===== src/rtl/irq_grp_pkg.sv =====
package irq_grp_pkg;

    localparam int DEF_WIDTH = 32;
    localparam int OFS_W     = 3;

    typedef enum logic [OFS_W-1:0] {
        SEL_CAUSE   = 3'd0,
        SEL_SWSET   = 3'd1,
        SEL_MSET    = 3'd2,
        SEL_MCLR    = 3'd3,
        SEL_MODE    = 3'd4,
        SEL_MCAUSE  = 3'd5,
        SEL_MVAL    = 3'd6,
        SEL_SPARE   = 3'd7
    } reg_sel_e;

    typedef struct packed {
        logic cause_rd;
        logic cause_wr;
        logic swset_wr;
        logic mset_wr;
        logic mclr_wr;
        logic mode_wr;
    } strobe_t;

    function automatic strobe_t decode_access(logic rd, logic wr, reg_sel_e sel);
        strobe_t s;
        s          = '0;
        s.cause_rd = rd && (sel == SEL_CAUSE);
        s.cause_wr = wr && (sel == SEL_CAUSE);
        s.swset_wr = wr && (sel == SEL_SWSET);
        s.mset_wr  = wr && (sel == SEL_MSET);
        s.mclr_wr  = wr && (sel == SEL_MCLR);
        s.mode_wr  = wr && (sel == SEL_MODE);
        return s;
    endfunction

endpackage


===== src/rtl/irq_mask_reg.sv =====
module irq_mask_reg
    import irq_grp_pkg::*;
#(
    parameter int WIDTH = DEF_WIDTH
) (
    input  logic             clk,
    input  logic             rst,
    input  logic             set_wr,
    input  logic             clr_wr,
    input  logic             mode_wr,
    input  logic [WIDTH-1:0] wdata,
    output logic [WIDTH-1:0] mask_q,
    output logic [WIDTH-1:0] mode_q
);

    always_ff @(posedge clk) begin
        if (rst) begin
            mask_q <= '1;
            mode_q <= '0;
        end else begin
            if (set_wr)
                mask_q <= mask_q | wdata;
            else if (clr_wr)
                mask_q <= mask_q & ~wdata;
            if (mode_wr)
                mode_q <= wdata;
        end
    end

    assert_mask_set_R4: assert property (@(posedge clk) disable iff (rst)
        set_wr |=> ((mask_q & $past(wdata)) == $past(wdata)));

    assert_mask_clr_R5: assert property (@(posedge clk) disable iff (rst)
        clr_wr |=> ((mask_q & $past(wdata)) == '0));

    assert_reset_mask_R1: assert property (@(posedge clk)
        rst |=> (mask_q == '1 && mode_q == '0));

endmodule


===== src/rtl/irq_cause_core.sv =====
module irq_cause_core
    import irq_grp_pkg::*;
#(
    parameter int WIDTH = DEF_WIDTH
) (
    input  logic             clk,
    input  logic             rst,
    input  logic [WIDTH-1:0] evt_i,
    input  strobe_t          stb,
    input  logic [WIDTH-1:0] wdata,
    input  logic [WIDTH-1:0] mode_q,
    output logic [WIDTH-1:0] cause_q
);

    logic [WIDTH-1:0] set_vec;
    logic [WIDTH-1:0] clr_vec;

    assign set_vec = evt_i | (stb.swset_wr ? wdata : '0);

    generate
        for (genvar b = 0; b < WIDTH; b++) begin : g_bit
            logic w1c_hit;
            logic cor_hit;
            assign w1c_hit = stb.cause_wr && wdata[b] && !mode_q[b];
            assign cor_hit = stb.cause_rd && cause_q[b] && mode_q[b];
            assign clr_vec[b] = w1c_hit || cor_hit;

            always_ff @(posedge clk) begin
                if (rst)
                    cause_q[b] <= 1'b0;
                else if (set_vec[b])
                    cause_q[b] <= 1'b1;
                else if (clr_vec[b])
                    cause_q[b] <= 1'b0;
            end
        end
    endgenerate

    assert_evt_sticks_R2: assert property (@(posedge clk) disable iff (rst)
        (evt_i != '0) |=> ((cause_q & $past(evt_i)) == $past(evt_i)));

    assert_cor_clears_R7: assert property (@(posedge clk) disable iff (rst)
        (stb.cause_rd && evt_i == '0 && !stb.swset_wr)
            |=> ((cause_q & $past(cause_q & mode_q)) == '0));

    assert_w1c_keeps_cor_R6: assert property (@(posedge clk) disable iff (rst)
        (stb.cause_wr && !stb.cause_rd)
            |=> ((cause_q & $past(cause_q & mode_q)) == $past(cause_q & mode_q)));

endmodule


===== src/rtl/irq_read_mux.sv =====
module irq_read_mux
    import irq_grp_pkg::*;
#(
    parameter int WIDTH = DEF_WIDTH
) (
    input  reg_sel_e         sel,
    input  logic             rd_en,
    input  logic [WIDTH-1:0] cause_q,
    input  logic [WIDTH-1:0] mask_q,
    input  logic [WIDTH-1:0] mode_q,
    output logic [WIDTH-1:0] rdata
);

    always_comb begin
        rdata = '0;
        if (rd_en) begin
            unique case (sel)
                SEL_CAUSE:                   rdata = cause_q;
                SEL_MSET, SEL_MCLR, SEL_MVAL: rdata = mask_q;
                SEL_MODE:                    rdata = mode_q;
                SEL_MCAUSE:                  rdata = cause_q & ~mask_q;
                default:                     rdata = '0;
            endcase
        end
    end

endmodule


===== src/rtl/irq_cause_group.sv =====
module irq_cause_group
    import irq_grp_pkg::*;
#(
    parameter int WIDTH = DEF_WIDTH
) (
    input  logic             clk,
    input  logic             rst,
    input  logic [WIDTH-1:0] evt_i,
    input  logic             rd_en,
    input  logic             wr_en,
    input  logic [OFS_W-1:0] addr,
    input  logic [WIDTH-1:0] wdata,
    output logic [WIDTH-1:0] rdata,
    output logic             irq_o
);

    reg_sel_e         sel;
    strobe_t          stb;
    logic [WIDTH-1:0] mask_q;
    logic [WIDTH-1:0] mode_q;
    logic [WIDTH-1:0] cause_q;

    assign sel = reg_sel_e'(addr);
    assign stb = decode_access(rd_en, wr_en, sel);

    irq_mask_reg #(.WIDTH(WIDTH)) u_mask (
        .clk     (clk),
        .rst     (rst),
        .set_wr  (stb.mset_wr),
        .clr_wr  (stb.mclr_wr),
        .mode_wr (stb.mode_wr),
        .wdata   (wdata),
        .mask_q  (mask_q),
        .mode_q  (mode_q)
    );

    irq_cause_core #(.WIDTH(WIDTH)) u_cause (
        .clk     (clk),
        .rst     (rst),
        .evt_i   (evt_i),
        .stb     (stb),
        .wdata   (wdata),
        .mode_q  (mode_q),
        .cause_q (cause_q)
    );

    irq_read_mux #(.WIDTH(WIDTH)) u_rmux (
        .sel     (sel),
        .rd_en   (rd_en),
        .cause_q (cause_q),
        .mask_q  (mask_q),
        .mode_q  (mode_q),
        .rdata   (rdata)
    );

    assign irq_o = |(cause_q & ~mask_q);

    assert_masked_quiet_R10: assert property (@(posedge clk) disable iff (rst)
        (mask_q == '1) |-> !irq_o);

    assert_ro_write_R11: assert property (@(posedge clk) disable iff (rst)
        (wr_en && addr >= 3'd5) |=> ($stable(mask_q) && $stable(mode_q)));

endmodule


===== config.mk =====
export PLATFORM = sky130hd
export DESIGN_NAME = irq_cause_group
export DESIGN_NICKNAME = d
export VERILOG_FILES = /design/src/rtl/irq_grp_pkg.sv /design/src/rtl/irq_mask_reg.sv /design/src/rtl/irq_cause_core.sv /design/src/rtl/irq_read_mux.sv /design/src/rtl/irq_cause_group.sv
export SDC_FILE = /design/constraint.sdc
export NUM_CORES = 1
export LEC_CHECK = 0
export ABC_AREA = 1
export BUFFER_PORTS_ARGS = -buffer_cell sky130_fd_sc_hd__buf_2
export CORE_AREA = 2 2 130 132
export CTS_CLUSTER_DIAMETER = 150
export CTS_CLUSTER_SIZE = 28
export DETAILED_ROUTE_END_ITERATION = 8
export DIE_AREA = 0 0 132 134
export PLACE_DENSITY_LB_ADDON = 0.05
export SYNTH_ARGS = -nofsm -noshare
export SYNTH_HDL_FRONTEND = slang
export SYNTH_HIERARCHICAL = 1
export SYNTH_SLANG_ARGS = --single-unit

===== constraint.sdc =====
create_clock -name clk -period 1.55 [get_ports clk]
set_input_delay 0.2325 -clock clk [delete_from_list [all_inputs] [get_ports clk]]
set_output_delay 0.2325 -clock clk [all_outputs]
set_load 0.01 [all_outputs]

==> results.toml <==
[critical_path]
crit_required_ps = 1320
end_kind = "output pin"
cp-start-kind = "flop"
reg2reg_slack_ps = 740
crit_type = "flop to output pin"
r2r_end = "u_cause/cause_q[9]"
timing.rr.start = "u_cause/cause_q[9]"
r2r.worst_path.cells = 5
critPathMaxFanout = 2
worst-endpoint-arrival_ps = 1380

[global_routing]
grt_start_max_net_pins = 65
grt_first_pass_wirelength_um = 32600
antenna_found_initial = 0
grt_util_all_layers_pct = 23.4
grt-ovfl-total = 0
first_global_vias = 5997

[synthesis]
synth-main-ff-cell = "dfxtp_1"
synth_top_area_cell = "dfxtp_1"
netlist_area_um2 = 6370
yosysMostFrequentCell = "nand2_1"
synthArstFlopShare_pct = 0
syn_inst = 1037
synth_area_per_cell_um2 = 6.15
yosysSeqAreaShare_pct = 30.2
synth-edff-count = 0
syn_nets = 1108
yosys-top-cells-area = "dfxtp_1 (30%), nand2_1 (17%), a21oi_2 (10%), nand3_1 (10%), inv_1 (7.8%)"
yosysWarnings = 6
synth-seq-cells = 96
synth.top_cell.area_share_pct = 30.2
synth_commonest_cells = "nand2_1 (297), inv_1 (132), nand3_1 (128)"
synth_cell_types = 21

[power_and_ir_drop]
power_density_nw_per_um2 = 769
p_leak_nw = 3.96
power_mw = 6.38
ir_worst_vdd_uv = 541

[timing]
worst_slack_ps = -61.9
slew_headroom_pct = 78.7
drv_slew = 0
hold_viol_final = 0
setup_viol = 1
max_freq_mhz = 620
layout_worst_path_cycle_share_pct = 104
tightestPinTransition_ps = 320
finalSetupTns_ps = -61.9
layout_min_cycle_time_ps = 1610
hold_ws_ps = 131
grt_setup_unrepaired = "true"
fin_skew_ps = 6.22

[layout]
nets = 1232
fin_area_um2 = 8290
synthToLayoutAreaGrowth_pct = 30.1
drive_above_1_share_pct = 36.4
diodes = 0
finish.utilization_pct = 50.9
fill_cells = 1690

[job]
maxCapViolCount = 0

[clock_tree]
cts_tree = "done"
hold_buffers = 0
cts_root_buffer = "clkbuf_16"
cts_buffers = 9
clockBufferDepth = 2
clk_latency_ps = 350
clkSinkCount = 96
h-tree-depth = 3
path_clk_slew_ps = 70

[worst_hold_path]
worstHoldEndpoint = "u_cause/cause_q[6]"
holdPathStages = 3
hold_class = "primary input to flop"
min_from = "evt_i[6]"

[route]
first_pass_iters = 5
first_iter_violations = 337
antenna_left = 0
avgRoutedWirePerCell_um = 15.2
vias = 6677
vias_per_cell = 4.82
totalWireLength_um = 21100
drc = 0

[floorplan]
dieHeight_um = 134
core.rowCount = 47
die_width_um = 132
ios = 104
coreArea_um2 = 16300
die_area_um2 = 17700
start_util_pct = 39.1

[status]
failed_checks = "setup timing"
outcome = "finished with violations"

[placement]
gp_congestion = 0.788
port_buffers = 103
placed_cell_area_um2 = 7260
dp_hpwl_um = 13600
## metal layers
| layer | track usage, % | up-vias | routed length, um |
|---|---|---|---|
| li1 | - | 3520 | - |
| met1 | 30.6 | 3015 | 10000 |
| met2 | 40.0 | 119 | 10000 |
| met3 | 3.89 | 23 | 717 |
| met4 | 6.28 | 0 | 307 |
| met5 | 0 | - | 0 |
## power by group
part           internal (mW)  total (mW)  switching [mW]
registers               2.59        2.72           0.122
logic                  0.545        1.32           0.776
clock network           1.34        2.34            1.01
total                   4.48        6.38            1.91
## worst max-delay path: stages (launching register included)
cell     delay, ps
dfxtp_2        340
inv_1           40
nand2_1         90
nand2_1         60
nor2_1         100
nand2_1         60
nor2_1          80
nand2_1        100
buf_2          160
## how the worst max path moves through the flow
stage / start / cells after the start / slack, ps / to
detailed placement: addr[2] / 9 / 0.3 / rdata[27]
floorplan: addr[1] / 7 / 220 / rdata[10]
global route: flop / 8 / -160 / irq_o
global placement: addr[2] / 9 / 20 / rdata[27]
CTS: flop / 8 / -50 / irq_o
finish: flop / 8 / -60 / irq_o
## logic make-up (layout without fill, tap and decap cells)
kind of cell	after synthesis	count (layout)	share of synthesized area, %
buffers and inverters	196	325	14.4
flip-flops	96	96	30.2
AND/OR/NAND/NOR	550	550	35.6
AO/OA/AOI/OAI	195	195	19.8
## cell type report
type	instances	area [um2]	share of cell area [%]
Clock inverter	3	40.0	0.483
Sequential cell	96	2030	24.5
Inverter	134	510	6.16
Tap cell	220	275	3.32
Clock buffer	13	260	3.14
Multi-Input combinational cell	745	3770	45.5
Timing Repair Buffer	175	1410	16.9
## cells in the final DEF (no fill, tap or decap), drive strengths merged
cell and instances:
clkbuf 17, o21ai 35, nor2 111, nand3 128, buf 171, a21oi 160, nor3 3, clkinv 2
bufinv 1, nand2 308, dfxtp 96, inv 134
## stage by stage
step	setup WS, ps	cells
floorplan	217	1037
global placement	15.8	1334
detailed placement	0.291	1334
CTS	-53.6	1375
global route	-162	1386
finish	-61.9	1386
## what timing repair did
action / 4_1_cts / 5_1_grt
buffers inserted: 25 / 10
gates cloned: 0 / 2
pin swaps: 10 / 67
setup endpoints to repair: 2 / 33
gates resized for setup: 67 / 124
hold endpoints to repair: 0 / 0
Power figures use the tool's default switching activity.
